<file path="config.mk">
export PLATFORM = sky130hd
export DESIGN_NAME = eth_rx_addr_filter
export DESIGN_NICKNAME = d
export VERILOG_FILES = /design/src/rtl/aflt_pkg.sv /design/src/rtl/aflt_crc_acc.sv /design/src/rtl/aflt_cfg_regs.sv /design/src/rtl/aflt_slot_match.sv /design/src/rtl/eth_rx_addr_filter.sv
export SDC_FILE = /design/constraint.sdc
export NUM_CORES = 1
export LEC_CHECK = 0
export BUFFER_PORTS_ARGS = -buffer_cell sky130_fd_sc_hd__buf_2
export CAP_MARGIN = 20
export CORE_UTILIZATION = 50
export DETAILED_ROUTE_END_ITERATION = 8
export PLACE_DENSITY = 0.8
export SYNTH_ARGS = -nofsm -noshare
export SYNTH_HDL_FRONTEND = slang
export SYNTH_HIERARCHICAL = 1
export SYNTH_SLANG_ARGS = --single-unit
</file>
<file path="constraint.sdc">
create_clock -name clk -period 3.47 [get_ports clk]
set_clock_uncertainty 0.05 [all_clocks]
set_input_delay 0.5205 -clock clk [delete_from_list [all_inputs] [get_ports clk]]
set_output_delay 0.5205 -clock clk [all_outputs]
set_load 0.01 [all_outputs]
</file>
<file path="src/rtl/aflt_pkg.sv">
package aflt_pkg;

  localparam int unsigned CFG_AW = 6;
  localparam int unsigned MODE_ADDR = 0;
  localparam int unsigned HASH_BASE = 1;
  localparam int unsigned SLOT_BASE = 16;
  localparam logic [31:0] CRC_POLY_R = 32'hEDB88320;
  localparam int unsigned ADDR_BYTES = 6;

  // packed: bcast_off is bit 4, promisc is bit 0
  typedef struct packed {
    logic bcast_off;
    logic rx_all;
    logic hash_en;
    logic all_grp;
    logic promisc;
  } mode_t;

  function automatic logic [31:0] crc_step_byte(input logic [31:0] c_in,
                                                input logic [7:0]  d);
    logic [31:0] c;
    c = c_in;
    for (int b = 0; b < 8; b++) begin
      c = (c >> 1) ^ (((c[0] ^ d[b]) != 1'b0) ? CRC_POLY_R : 32'h0);
    end
    return c;
  endfunction

endpackage

</file>
<file path="src/rtl/aflt_crc_acc.sv">
module aflt_crc_acc
  import aflt_pkg::*;
#(
  parameter int unsigned IDX_W = 6
) (
  input  logic             clk,
  input  logic             rst_n,
  input  logic             frame_sof,
  input  logic             byte_vld,
  input  logic [7:0]       byte_in,
  output logic             last_byte,
  output logic [47:0]      full_addr,
  output logic [IDX_W-1:0] hash_idx
);

  localparam logic [2:0] IDLE_CNT = 3'(ADDR_BYTES);

  logic [2:0]  cnt_q, cnt_d;
  logic [31:0] crc_q, crc_d;
  logic [39:0] addr_q, addr_d;
  logic [2:0]  pos;
  logic        take;
  logic [31:0] crc_base;
  logic [31:0] crc_new;

  always_comb begin
    pos      = frame_sof ? 3'd0 : cnt_q;
    take     = byte_vld && (frame_sof || (cnt_q != IDLE_CNT));
    crc_base = frame_sof ? 32'hFFFF_FFFF : crc_q;
    crc_new  = crc_step_byte(crc_base, byte_in);
    cnt_d    = cnt_q;
    crc_d    = crc_q;
    addr_d   = addr_q;
    if (take) begin
      cnt_d = pos + 3'd1;
      crc_d = crc_new;
      if (pos < 3'd5) begin
        addr_d[{pos, 3'b000} +: 8] = byte_in;
      end
    end
  end

  always_ff @(posedge clk or negedge rst_n) begin
    if (!rst_n) begin
      cnt_q  <= IDLE_CNT;
      crc_q  <= '1;
      addr_q <= '0;
    end else if (take) begin
      cnt_q  <= cnt_d;
      crc_q  <= crc_d;
      addr_q <= addr_d;
    end
  end

  always_comb begin
    last_byte = take && (pos == 3'd5);
    full_addr = {byte_in, addr_q};
    hash_idx  = '0;
    for (int i = 0; i < int'(IDX_W); i++) begin
      hash_idx[IDX_W-1-i] = ~crc_new[i];
    end
  end

endmodule

</file>
<file path="src/rtl/aflt_cfg_regs.sv">
module aflt_cfg_regs
  import aflt_pkg::*;
#(
  parameter int unsigned HASH_WORDS = 2,
  parameter int unsigned NUM_SLOTS  = 4
) (
  input  logic                      clk,
  input  logic                      rst_n,
  input  logic                      cfg_we,
  input  logic [CFG_AW-1:0]         cfg_addr,
  input  logic [31:0]               cfg_wdata,
  input  logic                      snap,
  output mode_t                     act_mode,
  output logic [HASH_WORDS*32-1:0]  act_hash,
  output logic [NUM_SLOTS*48-1:0]   act_saddr,
  output logic [NUM_SLOTS-1:0]      act_sen
);

  mode_t                    stg_mode_q, stg_mode_d;
  logic [HASH_WORDS*32-1:0] stg_hash_q, stg_hash_d;
  logic [NUM_SLOTS*48-1:0]  stg_saddr_q, stg_saddr_d;
  logic [NUM_SLOTS-1:0]     stg_sen_q, stg_sen_d;

  always_comb begin
    stg_mode_d  = stg_mode_q;
    stg_hash_d  = stg_hash_q;
    stg_saddr_d = stg_saddr_q;
    stg_sen_d   = stg_sen_q;
    if (cfg_we) begin
      if (cfg_addr == CFG_AW'(MODE_ADDR)) begin
        stg_mode_d = mode_t'(cfg_wdata[4:0]);
      end
      for (int w = 0; w < int'(HASH_WORDS); w++) begin
        if (cfg_addr == CFG_AW'(int'(HASH_BASE) + w)) begin
          stg_hash_d[w*32 +: 32] = cfg_wdata;
        end
      end
      for (int k = 0; k < int'(NUM_SLOTS); k++) begin
        if (cfg_addr == CFG_AW'(int'(SLOT_BASE) + 2*k)) begin
          stg_saddr_d[k*48 +: 32] = cfg_wdata;
        end
        if (cfg_addr == CFG_AW'(int'(SLOT_BASE) + 2*k + 1)) begin
          stg_saddr_d[k*48+32 +: 16] = cfg_wdata[15:0];
          stg_sen_d[k]               = cfg_wdata[31];
        end
      end
    end
  end

  always_ff @(posedge clk or negedge rst_n) begin
    if (!rst_n) begin
      stg_mode_q  <= '0;
      stg_hash_q  <= '0;
      stg_saddr_q <= '0;
      stg_sen_q   <= '0;
    end else if (cfg_we) begin
      stg_mode_q  <= stg_mode_d;
      stg_hash_q  <= stg_hash_d;
      stg_saddr_q <= stg_saddr_d;
      stg_sen_q   <= stg_sen_d;
    end
  end

  always_ff @(posedge clk or negedge rst_n) begin
    if (!rst_n) begin
      act_mode  <= '0;
      act_hash  <= '0;
      act_saddr <= '0;
      act_sen   <= '0;
    end else if (snap) begin
      act_mode  <= stg_mode_q;
      act_hash  <= stg_hash_q;
      act_saddr <= stg_saddr_q;
      act_sen   <= stg_sen_q;
    end
  end

endmodule

</file>
<file path="src/rtl/aflt_slot_match.sv">
module aflt_slot_match #(
  parameter int unsigned NUM_SLOTS = 4
) (
  input  logic [47:0]             addr,
  input  logic [NUM_SLOTS*48-1:0] slot_addr,
  input  logic [NUM_SLOTS-1:0]    slot_en,
  output logic                    hit
);

  logic [NUM_SLOTS-1:0] slot_hit;

  for (genvar k = 0; k < NUM_SLOTS; k++) begin : g_slot
    assign slot_hit[k] = slot_en[k] && (slot_addr[k*48 +: 48] == addr);
  end

  assign hit = |slot_hit;

endmodule

</file>
<file path="src/rtl/eth_rx_addr_filter.sv">
module eth_rx_addr_filter
  import aflt_pkg::*;
#(
  parameter int unsigned HASH_BINS = 64,
  parameter int unsigned NUM_SLOTS = 4
) (
  input  logic              clk,
  input  logic              rst_n,
  input  logic              frame_sof,
  input  logic              byte_vld,
  input  logic [7:0]        byte_in,
  input  logic              cfg_we,
  input  logic [CFG_AW-1:0] cfg_addr,
  input  logic [31:0]       cfg_wdata,
  output logic              verdict_vld,
  output logic              verdict_pass
);

  localparam int unsigned HASH_WORDS = HASH_BINS / 32;
  localparam int unsigned IDX_W      = $clog2(HASH_BINS);

  mode_t                    act_mode;
  logic [HASH_WORDS*32-1:0] act_hash;
  logic [NUM_SLOTS*48-1:0]  act_saddr;
  logic [NUM_SLOTS-1:0]     act_sen;
  logic                     snap;
  logic                     last_byte;
  logic [47:0]              full_addr;
  logic [IDX_W-1:0]         hash_idx;
  logic                     slot_hit;
  logic                     hash_hit;
  logic                     is_bcast;
  logic                     is_group;
  logic                     pass_d;
  logic                     vld_q, pass_q;

  assign snap = byte_vld && frame_sof;

  aflt_cfg_regs #(
    .HASH_WORDS(HASH_WORDS),
    .NUM_SLOTS (NUM_SLOTS)
  ) u_cfg (
    .clk      (clk),
    .rst_n    (rst_n),
    .cfg_we   (cfg_we),
    .cfg_addr (cfg_addr),
    .cfg_wdata(cfg_wdata),
    .snap     (snap),
    .act_mode (act_mode),
    .act_hash (act_hash),
    .act_saddr(act_saddr),
    .act_sen  (act_sen)
  );

  aflt_crc_acc #(
    .IDX_W(IDX_W)
  ) u_crc (
    .clk      (clk),
    .rst_n    (rst_n),
    .frame_sof(frame_sof),
    .byte_vld (byte_vld),
    .byte_in  (byte_in),
    .last_byte(last_byte),
    .full_addr(full_addr),
    .hash_idx (hash_idx)
  );

  aflt_slot_match #(
    .NUM_SLOTS(NUM_SLOTS)
  ) u_slots (
    .addr     (full_addr),
    .slot_addr(act_saddr),
    .slot_en  (act_sen),
    .hit      (slot_hit)
  );

  always_comb begin
    hash_hit = act_hash[hash_idx];
    is_bcast = &full_addr;
    is_group = full_addr[0];
    if (act_mode.promisc || act_mode.rx_all) begin
      pass_d = 1'b1;
    end else if (is_bcast) begin
      pass_d = !act_mode.bcast_off;
    end else if (is_group) begin
      pass_d = act_mode.all_grp || (act_mode.hash_en && hash_hit);
    end else begin
      pass_d = slot_hit;
    end
  end

  always_ff @(posedge clk or negedge rst_n) begin
    if (!rst_n) begin
      vld_q  <= 1'b0;
      pass_q <= 1'b0;
    end else begin
      vld_q  <= last_byte;
      pass_q <= last_byte && pass_d;
    end
  end

  assign verdict_vld  = vld_q;
  assign verdict_pass = pass_q;

endmodule

</file>
==> key figures <==
Die
  – Die X-Extent: 234 um
  – Ports: 53
  – Die ar.: 0.0548 mm^2
  – Row Count: 84
  – Die Height: 234 um
  – Initial core utilization: 50.9%
  – Core area: 0.0529 mm^2

Timing
  – Final Hold Vio Count: 0
  – Final worst path period share: 95.2%
  – Max Slew Vio Count: 0
  – Max Freq: 303 MHz
  – Slew HR: 30.1%
  – Worst-Margin Slew: 1.04 ns
  – TNS Setup: 0 ns
  – Final setup fails: 0
  – Clock period minus worst slack: 3.30 ns
  – RSZ-0062 raised after global routing: false

Detailed routing
  – Via density: 5.83
  – Routed wire per std cell: 27.0 um
  – Final wirelength: 72,800 um
  – Vias: 15,712
  – Drt first pass iters: 7
  – DRT antenna net count: 0
  – DRC: 6
  – Initial drt markers: 1,302

Worst setup path
  – CP max stage delay: 0.60 ns
  – CP max FO: 14
  – Slowest CP cell: dfstp_2
  – CP startpoint kind: flop
  – FF-to-FF path depth: 12
  – Data arrival time of the critical path: 3.78 ns
  – WP data required: 3.95 ns
  – Kind of critical path: flop to flop
  – Worst-path cell chain: xnor2_1, nor2_1, xnor2_2, xor2_4, xor2_2, buf_12, mux4_2, mux2_2, or3_1, nand4_1, a21o_1, nand2_1
  – CP endpoint kind: flop

Placement
  – Final GP Congestion: 0.988
  – Placed Instances: 2,583
  – Dpl hpwl: 51,200 um
  – Post-DP Area: 0.0283 mm^2
  – IO Port Bufs: 52

Finish
  – Area of the multi-input gates: 0.0110 mm^2
  – Fin cells: 2,694
  – Final #Nets: 2,011
  – Ratio of cells with drive above 1 in the final layout: 42.3%
  – Register area: 0.0152 mm^2
  – Layout area overhead: 13.1%
  – Fill cell total of the finished layout: 4,047
  – Core Util, Final: 57.6%
  – Fin area: 0.0305 mm^2

CTS
  – Clock buffer depth: 3
  – CTS root buf: clkbuf_16
  – TritonCTS clock tree: yes
  – CTS resizes: 0
  – Clock Latency Late Sink: 0.64 ns
  – H-tree levels: 2
  – Worst-path clk slew: 0.07 ns
  – Clock sink count: 607
  – TritonCTS Buffers: 57

Global routing
  – Vias in the first global route: 16,654
  – All-Layer GR Usage: 27.3%
  – Total grt overflow: 0
  – Largest net degree at the start of global routing: 102
  – First-pass GRT wire length: 108,000 um
  – Initial antenna violation count: 0

Synth
  – Synth Instances: 1,881
  – Synth Flop Type: dfrtp_1
  – Net count after synthesis: 1,936
  – Sequential-to-total area share from yosys stat: 56.6%
  – Ys async rst share: 100%
  – YS warnings: 6
  – Mapped Avg Cell Area: 14.3 um^2
  – EDFF count, synth: 0
  – Yosys reg bits: 607
  – Syn Std Cell Area: 0.0269 mm^2
  – Synth cell types: 62

Run status
  – Status: complete, but fails checks
  – Failing checks: DRC

Job
  – Max cap viols: 0

Pwr
  – Pleak: 14.7 nW
  – Pwr Density: 777 mW/mm^2
  – Max VDD drop: 0.488 mV

Hold path
  – Hold-critical path depth: 2
  – Hold WC Path Type: input pin to flop
## critical path, delay by kind of cell (launching register included)
family / cells / cell delay, ns
buffers and inverters: 1 / 0.20
flip-flops: 1 / 0.60
AO/OA/AOI/OAI: 1 / 0.12
XOR/XNOR: 4 / 0.87
multiplexers: 2 / 0.79
AND/OR/NAND/NOR: 4 / 0.54
## cells in the final DEF (no fill, tap or decap), drive strengths merged, types with 5 or more instances in the layout
| master | Yosys | routed |
|---|---|---|
| nor3 | 5 | 5 |
| nand2 | 46 | 46 |
| nand4 | 27 | 27 |
| nor2 | 41 | 41 |
| nand3 | 10 | 10 |
| a221oi | 5 | 5 |
| mux4 | 17 | 17 |
| dfstp | 34 | 34 |
| o22ai | 7 | 7 |
| xnor2 | 96 | 96 |
| nor4 | 45 | 45 |
| mux2 | 574 | 574 |
| bufinv | 0 | 11 |
| clkinv | 0 | 13 |
| o21ai | 37 | 37 |
| nor2b | 10 | 10 |
| inv | 23 | 24 |
| buf | 97 | 131 |
| dfrtp | 573 | 573 |
| clkbuf | 19 | 79 |
| xor2 | 170 | 170 |
## layout make-up
cell class / count / area share [%]
sequential: 607 / 50.0
inverter: 23 / 0.283
timing repair buffer: 132 / 3.65
tap: 688 / 2.83
clock buffer: 79 / 5.35
antenna: 1 / 0.00822
multi-input combinational: 1135 / 36.3
clock inverter: 29 / 1.61
## layer usage
layer | track usage, % | part of all wire, % | up-vias
met5 | 0 | 0 | -
met4 | 13.1 | 4.7 | 0
li1 | - | - | 6732
met2 | 43.2 | 47 | 519
met3 | 6.36 | 6.8 | 156
met1 | 35.7 | 41 | 8305
## stage by stage
| step | power (mW) | setup slack [ns] | hold slack, ns |
|---|---|---|---|
| floorplan | 14.0 | 0.114 | 0.175 |
| global placement | 16.4 | 0.138 | 0.413 |
| detailed placement | 16.7 | 0.131 | 0.422 |
| CTS | 23.7 | 0.180 | 0.132 |
| global route | 24.6 | 0.00111 | 0.152 |
| finish | 23.7 | 0.166 | 0.151 |
## registers in the layout, indices dropped and copies added, names as in the netlist
register / count
verdict_pass: 1
u_cfg/act_saddr: 192
u_cfg/act_sen: 4
u_cfg/act_mode: 5
u_cfg/stg_saddr_q: 192
u_crc/addr_q: 40
u_cfg/stg_sen_q: 4
u_crc/crc_q: 32
u_cfg/stg_hash_q: 64
u_cfg/stg_mode_q: 5
verdict_vld: 1
u_crc/cnt_q: 3
u_cfg/act_hash: 64
## cell families after synthesis
logic type               count (synthesis)  synth area share, %
AO/OA/AOI/OAI                           63                 1.44
XOR/XNOR                               269                 9.31
adder cells (fa/ha/maj)                  4                0.186
buffers and inverters                  139                 2.58
flip-flops                             607                 56.6
multiplexers                           595                 25.8
AND/OR/NAND/NOR                        204                 4.15
## path summary, 6_finish.rpt
kind | to | start | slack (ns)
worst max-delay path | verdict_pass | u_crc/crc_q[3] | 0.17
worst min-delay path | u_cfg/stg_hash_q[56] | cfg_wdata[24] | 0.15
worst max register to register | verdict_pass | u_crc/crc_q[3] | 0.17
worst min register to register | u_crc/crc_q[15] | u_crc/crc_q[15] | 0.43
max in group asynchronous | u_cfg/stg_saddr_q[4] | rst_n | 1.84
min in group asynchronous | u_cfg/stg_saddr_q[114] | rst_n | 0.53
## timing repair
item	in CTS	in global routing
setup endpoints to repair	0	1
hold buffers	1	0
setup buffers	0	1
hold endpoints to repair	88	0
## report_power, final
part / total (mW) / switching (mW) / internal [mW]
logic: 6.79 / 3.41 / 3.38
clock network: 6.93 / 2.81 / 4.13
registers: 9.94 / 1.41 / 8.53
## cell usage after synthesis (3+ instances only)
master,n,area (um^2)
buf_6,6,67.6
mux2_2,528,5950
nand2_1,46,173
dfstp_2,34,893
buf_4,13,97.6
nor3_1,4,20.0
xnor2_1,89,780
nand2b_1,4,25.0
a22oi_1,3,22.5
xor2_1,167,1460
nand3_1,10,50.1
nand4_1,26,163
xnor2_2,5,81.3
o2bb2ai_1,3,26.3
and4b_1,3,30.0
nor2b_1,10,62.6
mux2_1,36,405
dfrtp_1,573,14300
ha_1,4,50.1
buf_2,61,305
inv_1,19,71.3
nor2_1,40,150
mux4_2,14,315
mux2_4,10,150
a221oi_1,5,43.8
o21ai_0,34,170
buf_1,17,63.8
o22ai_1,7,43.8
mux4_1,3,78.8
clkbuf_1,17,63.8
mux2i_1,4,40.0
nor4_1,45,282
inv_2,4,15.0
Power figures use the tool's default switching activity.
